File: src/rtl/csp_pkg.sv
`timescale 1ns/1ps
package csp_pkg;
  localparam int WORD_W    = 16;
  localparam int SAMPLE_W  = 14;
  localparam int CTRL_W    = WORD_W - SAMPLE_W;
  localparam int ADDR_W    = 5;
  localparam int REG_W     = 8;
  localparam int ADDR_LSB  = 10;
  localparam int RW_BIT    = WORD_W - 1;
  localparam int HEAD_W    = ADDR_W + 1;
  localparam int REPLY_IDX = WORD_W - ADDR_LSB;
  localparam int CNT_W     = $clog2(WORD_W) + 1;
  localparam logic [CNT_W-1:0] IDLE_IDX = CNT_W'(WORD_W);
  localparam logic [CNT_W-1:0] LAST_IDX = CNT_W'(WORD_W - 1);
endpackage

File: src/rtl/csp_bitseq.sv
`timescale 1ns/1ps
module csp_bitseq
  import csp_pkg::*;
(
  input  logic              clk,
  input  logic              rst_n,
  input  logic              fs,
  input  logic              sdi,
  output logic [CNT_W-1:0]  cur_idx,
  output logic              active,
  output logic              word_done,
  output logic [WORD_W-1:0] rx_word,
  output logic [HEAD_W-1:0] rx_head
);
  logic [CNT_W-1:0]  cnt_q;
  logic [WORD_W-1:0] shift_q;

  always_comb begin
    cur_idx   = fs ? '0 : cnt_q;
    active    = fs || (cnt_q != IDLE_IDX);
    word_done = active && (cur_idx == LAST_IDX);
    rx_word   = {shift_q[WORD_W-2:0], sdi};
    rx_head   = shift_q[HEAD_W-1:0];
  end

  always_ff @(posedge clk) begin
    if (!rst_n) begin
      cnt_q   <= IDLE_IDX;
      shift_q <= '0;
    end else begin
      if (fs)                     cnt_q <= CNT_W'(1);
      else if (cnt_q != IDLE_IDX) cnt_q <= cnt_q + CNT_W'(1);
      if (active) shift_q <= {shift_q[WORD_W-2:0], sdi};
    end
  end
endmodule

File: src/rtl/csp_tx.sv
`timescale 1ns/1ps
module csp_tx
  import csp_pkg::*;
(
  input  logic              clk,
  input  logic              rst_n,
  input  logic              fs,
  input  logic              active,
  input  logic [WORD_W-1:0] load_word,
  input  logic              reply_load,
  input  logic [REG_W-1:0]  reply,
  output logic              sdo
);
  logic [WORD_W-1:0] tx_q;
  logic [WORD_W-1:0] tx_next;

  always_comb begin
    tx_next = {tx_q[WORD_W-2:0], 1'b0};
    if (reply_load) tx_next[REPLY_IDX+1 +: REG_W] = reply;
    sdo = fs ? load_word[WORD_W-1] : (active & tx_q[WORD_W-1]);
  end

  always_ff @(posedge clk) begin
    if (!rst_n)  tx_q <= '0;
    else if (fs) tx_q <= {load_word[WORD_W-2:0], 1'b0};
    else         tx_q <= tx_next;
  end
endmodule

File: src/rtl/csp_regfile.sv
`timescale 1ns/1ps
module csp_regfile
  import csp_pkg::*;
#(
  parameter int NUM_REGS = 8
) (
  input  logic                      clk,
  input  logic                      rst_n,
  input  logic                      we,
  input  logic [ADDR_W-1:0]         waddr,
  input  logic [REG_W-1:0]          wdata,
  input  logic [ADDR_W-1:0]         raddr,
  output logic [REG_W-1:0]          rdata,
  output logic [NUM_REGS*REG_W-1:0] regs_flat
);
  for (genvar i = 0; i < NUM_REGS; i++) begin : g_reg
    logic [REG_W-1:0] q;
    always_ff @(posedge clk) begin
      if (!rst_n)                             q <= '0;
      else if (we && waddr == ADDR_W'(i))     q <= wdata;
    end
    assign regs_flat[i*REG_W +: REG_W] = q;
  end

  always_comb begin
    rdata = '0;
    for (int i = 0; i < NUM_REGS; i++)
      if (raddr == ADDR_W'(i)) rdata = regs_flat[i*REG_W +: REG_W];
  end
endmodule

File: src/rtl/codec_serial_port.sv
`timescale 1ns/1ps
module codec_serial_port
  import csp_pkg::*;
#(
  parameter int NUM_REGS  = 8,
  parameter int MODE_ADDR = 0,
  parameter int DIR_ADDR  = 1
) (
  input  logic                      clk,
  input  logic                      rst_n,
  input  logic                      fs,
  input  logic                      sdi,
  output logic                      sdo,
  output logic [SAMPLE_W-1:0]       dac_data,
  output logic                      dac_valid,
  output logic                      gpo,
  input  logic [SAMPLE_W-1:0]       adc_data,
  input  logic                      adc_valid,
  output logic                      adc_ready,
  input  logic [CTRL_W-1:0]         gpio_in,
  output logic [NUM_REGS*REG_W-1:0] cfg_regs
);
  logic [CNT_W-1:0]  cur_idx;
  logic              active, word_done;
  logic [WORD_W-1:0] rx_word;
  logic [HEAD_W-1:0] rx_head;
  logic              sec_pending, sec_frame, cur_sec;
  logic              reg_we, reply_load;
  logic [REG_W-1:0]  rdata, reply;
  logic [CTRL_W-1:0] pin_bits, mode_bits, dir_bits;
  logic [SAMPLE_W-1:0] adc_take;
  logic [WORD_W-1:0] load_word;

  csp_bitseq u_seq (
    .clk(clk), .rst_n(rst_n), .fs(fs), .sdi(sdi),
    .cur_idx(cur_idx), .active(active), .word_done(word_done),
    .rx_word(rx_word), .rx_head(rx_head)
  );

  // frame kind: the fs cycle already belongs to the new frame
  assign cur_sec = fs ? sec_pending : sec_frame;

  always_ff @(posedge clk) begin
    if (!rst_n) begin
      sec_pending <= 1'b0;
      sec_frame   <= 1'b0;
    end else if (fs) begin
      sec_frame   <= sec_pending;
      sec_pending <= 1'b0;
    end else if (word_done && !cur_sec) begin
      sec_pending <= rx_word[0];
    end
  end

  // primary inbound decode
  always_ff @(posedge clk) begin
    if (!rst_n) begin
      dac_valid <= 1'b0;
      dac_data  <= '0;
      gpo       <= 1'b0;
    end else begin
      dac_valid <= word_done && !cur_sec;
      if (word_done && !cur_sec) begin
        dac_data <= rx_word[WORD_W-1:CTRL_W];
        gpo      <= rx_word[1];
      end
    end
  end

  // secondary access: write at word end, read once the address is in
  assign reg_we     = word_done && cur_sec && !rx_word[RW_BIT];
  assign reply_load = active && cur_sec && (cur_idx == CNT_W'(REPLY_IDX));
  assign reply      = rx_head[HEAD_W-1] ? rdata : '0;

  csp_regfile #(.NUM_REGS(NUM_REGS)) u_regs (
    .clk(clk), .rst_n(rst_n), .we(reg_we),
    .waddr(rx_word[ADDR_LSB +: ADDR_W]), .wdata(rx_word[REG_W-1:0]),
    .raddr(rx_head[ADDR_W-1:0]), .rdata(rdata), .regs_flat(cfg_regs)
  );

  // primary outbound word
  assign mode_bits = cfg_regs[MODE_ADDR*REG_W +: CTRL_W];
  assign dir_bits  = cfg_regs[DIR_ADDR*REG_W +: CTRL_W];
  assign pin_bits  = gpio_in & mode_bits & ~dir_bits;
  assign adc_ready = fs && !sec_pending;
  assign adc_take  = (adc_ready && adc_valid) ? adc_data : '0;
  assign load_word = sec_pending ? '0 : {adc_take, pin_bits};

  csp_tx u_tx (
    .clk(clk), .rst_n(rst_n), .fs(fs), .active(active),
    .load_word(load_word), .reply_load(reply_load), .reply(reply), .sdo(sdo)
  );
endmodule

File: config.mk
export PLATFORM = sky130hd
export DESIGN_NAME = codec_serial_port
export DESIGN_NICKNAME = d
export VERILOG_FILES = /design/src/rtl/csp_pkg.sv /design/src/rtl/csp_bitseq.sv /design/src/rtl/csp_tx.sv /design/src/rtl/csp_regfile.sv /design/src/rtl/codec_serial_port.sv
export SDC_FILE = /design/constraint.sdc
export NUM_CORES = 1
export LEC_CHECK = 0
export CORE_ASPECT_RATIO = 1.1
export CORE_UTILIZATION = 46
export DETAILED_ROUTE_END_ITERATION = 8
export PLACE_DENSITY_LB_ADDON = 0.2
export SETUP_SLACK_MARGIN = 0.05
export SLEW_MARGIN = 30
export SYNTH_ARGS = -nofsm -noshare
export SYNTH_HDL_FRONTEND = slang
export SYNTH_SLANG_ARGS = --single-unit
File: constraint.sdc
create_clock -name clk -period 2.15 [get_ports clk]
set_clock_uncertainty 0.1 [all_clocks]
set_input_delay 0.43 -clock clk [delete_from_list [all_inputs] [get_ports clk]]
set_output_delay 0.43 -clock clk [all_outputs]
set_load 0.005 [all_outputs]
# [After elaboration in Yosys (flattened, before gate mapping)]
# Index checks and enable logic that the tools add are counted.
[word_totals] register_bits=118 out_inout_bits=82 word_cells=82 in_bits=21
[classes] bitwise=5 n_addsub=1 mux=18 n_eq_ne=17 n_reduce_logical=24
[ops] op="8-bit 2-to-1 mux" count=10
[ops] op="5-bit by 3-bit equality test with 1-bit output (second input constant)" count=9
[ops] op="16-bit 2-to-1 mux" count=2
[ops] op="5-bit by 2-bit equality test with 1-bit output (second input constant)" count=4
[ops] op="1-bit logical AND" count=16
[ops] op="5-bit 2-to-1 mux" count=3
[ops] op="14-bit 2-to-1 mux" count=1
[ops] op="5-bit by 1-bit equality test with 1-bit output (second input constant)" count=2
[ops] op="5-bit zero test" count=2
[ops] op="5-bit by 1-bit adder with 5-bit output (second input constant)" count=1
[ops] op="5-bit by 4-bit equality test with 1-bit output (second input constant)" count=1
[ops] op="5-bit inequality test (second input constant)" count=1
[ops] op="2-bit AND" count=2
[ops] op="1-bit zero test" count=3
[ops] op="1-bit 2-to-1 mux" count=2
[ops] op="2-bit NOT" count=1
[ops] op="2-bit nonzero test" count=1
[ops] op="2-bit OR reduction" count=1
[ops] op="1-bit AND" count=1
[ops] op="1-bit logical OR" count=1
[ops] op="1-bit NOT" count=1

# [Depth between registers and ports, before layout]
[depth] ltp_word=12 mapped_depth=8 depth_no_buf=7

# [Modules after synthesis]
# Synthesis repeated with hierarchy kept, for this count alone.
[unflattened] hier_cells=633 area_unflattened_um2=5700.5
[by_module_without_submodules] module="csp_regfile" seq_area_each_um2=1281.2 n_inst=1 cells_per_inst=380 area_per_inst_um2=3184.3
[by_module_without_submodules] module="codec_serial_port" seq_area_each_um2=360.3 n_inst=1 cells_per_inst=106 area_per_inst_um2=924.6
[by_module_without_submodules] module="csp_bitseq" seq_area_each_um2=400.4 n_inst=1 cells_per_inst=88 area_per_inst_um2=887.1
[by_module_without_submodules] module="csp_tx" seq_area_each_um2=300.3 n_inst=1 cells_per_inst=59 area_per_inst_um2=704.4

# [Worst setup path after synthesis]
# OpenSTA, ideal clock, no wires.
[synth_timing] path_type="input port to flip-flop" startpoint="input fs" endpoint="register u_regs.g_reg[0].q[0]" setup_ps=128 n_path_buf=1 required_ps=1922 path_slack_ps=13 arrival_ps=1909 cell_stages=6 path_cell_list="buf_2 > nor3b_4 > nand4b_4 > nor4_4 > mux2i_1 > nor2_1"
[synth_via] elab_chain_cells=6 word_cells_on_any_way=8 classes_between="eq/ne (1); mux (2); reduce/logical (5)"
[synth_lines] item="from (decl)" line_no="codec_serial_port.sv:11" rtl="input logic fs,"
[synth_lines] item="5-bit 2-to-1 mux" line_no="csp_bitseq.sv:19" rtl="cur_idx = fs ? '0 : cnt_q;"
[synth_lines] item="5-bit by 4-bit equality test with 1-bit output" line_no="csp_bitseq.sv:21" rtl="word_done = active && (cur_idx == LAST_IDX);"
[synth_lines] item="1-bit logical AND" line_no="csp_bitseq.sv:21"
[synth_lines] item="1-bit logical AND * (2 in series)" line_no="codec_serial_port.sv:71" rtl="assign reg_we = word_done && cur_sec && !rx_word[RW_BIT];"
[synth_lines] item="1-bit logical AND *" line_no="csp_regfile.sv:20" rtl="else if (we && waddr == ADDR_W'(i)) q <= wdata;"
[synth_lines] item="to (signal assigned)" line_no="csp_regfile.sv:20"
[synth_lines] item="to (decl)" line_no="csp_regfile.sv:17" rtl="logic [REG_W-1:0] q;"
# Every way passes the cells marked *; elsewhere a longest branch is shown, timed or not.
# A chain may end at the register's enable or synchronous reset.

# [Worst setup path in the final report]
[layout_timing] startpoint="input fs" endpoint="register u_regs.g_reg[2].q[1]"
[layout_via] elab_chain_cells=6 word_cells_on_any_way=8 classes_between="eq/ne (1); mux (2); reduce/logical (5)"
[layout_lines] item="5-bit 2-to-1 mux" line_no="csp_bitseq.sv:19"
[layout_lines] item="5-bit by 4-bit equality test with 1-bit output" line_no="csp_bitseq.sv:21"
[layout_lines] item="1-bit logical AND" line_no="csp_bitseq.sv:21"
[layout_lines] item="1-bit logical AND * (2 in series)" line_no="codec_serial_port.sv:71"
[layout_lines] item="1-bit logical AND *" line_no="csp_regfile.sv:20"
[layout_lines] item="to (signal assigned)" line_no="csp_regfile.sv:20"
[layout_lines] item="to (decl)" line_no="csp_regfile.sv:17"
# Marked as above.

==> reports/metrics.cfg <==
[outcome]
status = finished clean

[sta]
setup_viol = 0
rsz0062_at_grt = true
fin_ws_ns = 0.0958
max_freq_mhz = 487
finalMaxSlewViolations = 0
hold_viol_final = 0
finalCritPeriodShare_pct = 95.5
period_needed_ns = 2.05
worstMarginPinSlew_ns = 0.547
slew_headroom_pct = 63.4

[critical_path]
reg2reg_from = u_seq.cnt_q[0]
critPathMaxStageDelay_ns = 0.26
worstPathCellList = clkdlybuf4s15_1 > buf_6 > buf_6 > nor3b_4 > nand4b_4 > buf_4 > nor4_4 > buf_12 > mux2i_2 > nor2_1
start_kind = primary input
arrival_ns = 2.23
reg2reg_setup_slack_ns = 0.11
path_buf_inv = 5
required_ns = 2.32
critPathMostFrequentCell = buf_6
cp_top_family = buffers and inverters
worst_setup_path_end_kind = flip-flop
r2r-end = u_tx.tx_q[11]
cp_slowest_cell = nor3b_4
path_max_fanout = 8
path_class = in2reg
reg2reg_depth = 9

[power]
switching_share_pct = 20.8
clkPwrFrac_pct = 55.2
p_int_mw = 4.41
p_leak_nw = 2.71
vdd_drop_max_mv = 0.489
p_switching_mw = 1.16
power_density_nw_per_um2 = 761
sequentialPowerShare_pct = 39.5
combPwrFrac_pct = 5.3
power.total_mw = 5.57

[cts]
cts_hold_buf = 0
cts_root_buf = clkbuf_16
cts_tree = built
cts_sinks = 117
cts-buffers-inserted = 17
cts_max_level = 4
clockBufferDepth = 2
clk-insertion-delay-late_ns = 0.40
clk_pin_slew_ns = 0.05

[synthesis]
synthTopCellsByCount = 117 x dfxtp_1, 101 x nor2_1, 91 x mux2i_1, 49 x nand2_1, 28 x a21oi_1
yosys_warnings = 0
postSynthAreaPerCell_um2 = 9.58
synthTopCellsByArea = dfxtp_1 46%, mux2i_1 18%, nor2_1 7.5%
yosys_register_bits = 117
syn_inst = 526
synth_top_area_share_pct = 46.5
synth_cell_types = 46
synthArstFlopShare_pct = 0
synth-edff-count = 0
synth_ff_type = dfxtp_1
seq_area_frac_synth_pct = 46.5
syn_nets = 549
netlist_area_um2 = 5040
yosysMostFrequentCell = dfxtp_1
yosys.area.top_type = dfxtp_1

[route]
drc_errors = 0
wl_um = 14600
drt-pass1-iter-count = 5
vias = 4474
drt-initial-drc-count = 332
drt-wirelength-per-cell_um = 17.8
via_per_inst = 5.45
final_antenna_net_count = 0

[placement]
pre_cts_ws_ns = -0.602
dpl_cell_area_um2 = 6540
gp_congestion = 0.834
detailed_place_hpwl_um = 9920
numPortBuffers = 102

[finish]
n_antenna_cell = 0
final-seq-area_um2 = 2350
postLayoutCoreUtil_pct = 69.4
multi_input_area_um2 = 2580
syn_to_final_growth_pct = 45.2
nFillCells = 824
fin_nets = 688
drive_gt1_share_pct = 17.1
design_area_um2 = 7310

[floorplanning]
initial_core_util_pct = 47.8
die_w_um = 102
io-pin-count = 103
core_area_um2 = 10500
dieArea_um2 = 11400
die_y_um = 112
rows = 39

[global_route]
antenna_found_initial = 0
grtUsageTotal_pct = 27.2
grt_util_met1_pct = 33.8
busiest_layer = met2
grt_pass1_vias = 4512
grt_start_max_net_pins = 98
use_met2_pct = 44.8
met3_usage_pct = 6.91
grt_pass1_wl_um = 23500
grt_overflow_total = 0

[hold_path]
holdPathStages = 1
hold_class = reg2reg
min_from = u_tx.tx_q[3]
hold-path-endpoint = u_tx.tx_q[4]

[flow_run]
cap_violations = 0

## what timing repair did
item                       4_1_cts  5_1_grt
pin swaps                        5        9
buffers inserted                 2        8
gates resized for setup          7       13
setup endpoints to repair       52       39
## power groups by stage
stage	sequential, mW	combinational [mW]	clock [mW]
after floorplan	2.24	0.150	0
after global placement	2.24	0.272	0
after detailed placement	2.24	0.276	0
after CTS	2.20	0.283	3.09
after global routing	2.20	0.318	3.20
final	2.20	0.294	3.07
## worst register-to-register path, stage by stage, from the launching register on
cell and delay (ns):
dfxtp_2 0.32, inv_1 0.07, ha_1 0.17, nor4bb_2 0.35
nor2_1 0.12, nand4_1 0.19, buf_4 0.16, a2111oi_4 0.04
buf_4 0.16, a221o_1 0.25
## kinds of logic (layout without fill, tap and decap cells)
group / after synthesis / in the layout / synth area share [%]
AO/OA/AOI/OAI: 66 / 66 / 8.49
multiplexers: 98 / 98 / 20.1
XOR/XNOR: 3 / 3 / 0.522
flip-flops: 117 / 117 / 46.5
AND/OR/NAND/NOR: 199 / 199 / 20.7
buffers and inverters: 41 / 193 / 3.18
adder cells (fa/ha/maj): 2 / 2 / 0.497
## flip-flops by register name, indices dropped and copies added, names as in the netlist
name	flops
u_regs.g.q	64
dac_valid	1
u_tx.tx_q	15
u_seq.shift_q	15
sec_frame	1
dac_data	14
u_seq.cnt_q	5
sec_pending	1
gpo	1
## placed cells by master (no fill, tap or decap), drive strengths merged, types with 2 or more instances in the layout
cell,n
nor3,3
nand4b,3
bufinv,4
mux4,2
mux2,4
o22ai,10
o221ai,2
clkdlybuf4s50,100
clkinv,4
buf,54
a22o,6
xnor2,2
dfxtp,117
clkbuf,25
nor2b,4
and2,2
and3,2
a221o,6
a21oi,28
mux2i,92
o21ai,7
o22a,2
nor4,9
nand2,49
a22oi,2
inv,5
nand2b,6
nor2,101
ha,2
nand3,11
## routing by layer
layer  wire length (um)  share of wire, %
met1               6180                42
met2               7200                49
met3                898               6.1
met4                336               2.3
met5                  0                 0
## through the flow
step	hold WS (ns)	std cells	TNS, ns
after floorplan	0.320	526	0
after global placement	0.341	779	-27.70
after detailed placement	0.339	779	-30.70
after CTS	0.348	813	0
after global routing	0.359	821	0
final	0.343	821	0
## worst max-delay path by stage
| stage | startpoint | endpoint | slack, ns | cells after the start |
|---|---|---|---|---|
| floorplan | fs | u_regs.g_reg[0].q[0] | 0.05 | 6 |
| global placement | fs | u_tx.tx_q[11] | -0.67 | 8 |
| detailed placement | fs | u_tx.tx_q[11] | -0.60 | 8 |
| CTS | u_seq.cnt_q[0] | sdo | 0.03 | 6 |
| global route | u_seq.cnt_q[1] | u_tx.tx_q[11] | 0.01 | 9 |
| finish | fs | u_regs.g_reg[2].q[1] | 0.1 | 10 |
## area by class of cell
| type | count | share of cell area, % |
|---|---|---|
| multi-input cells | 368 | 35.3 |
| flip-flops and latches | 117 | 32.1 |
| repair buffers | 156 | 21.1 |
| clock buffers | 24 | 6.86 |
| well taps | 143 | 2.45 |
| clock inverters | 8 | 1.97 |
| inverters | 5 | 0.257 |
Power figures use the tool's default switching activity.
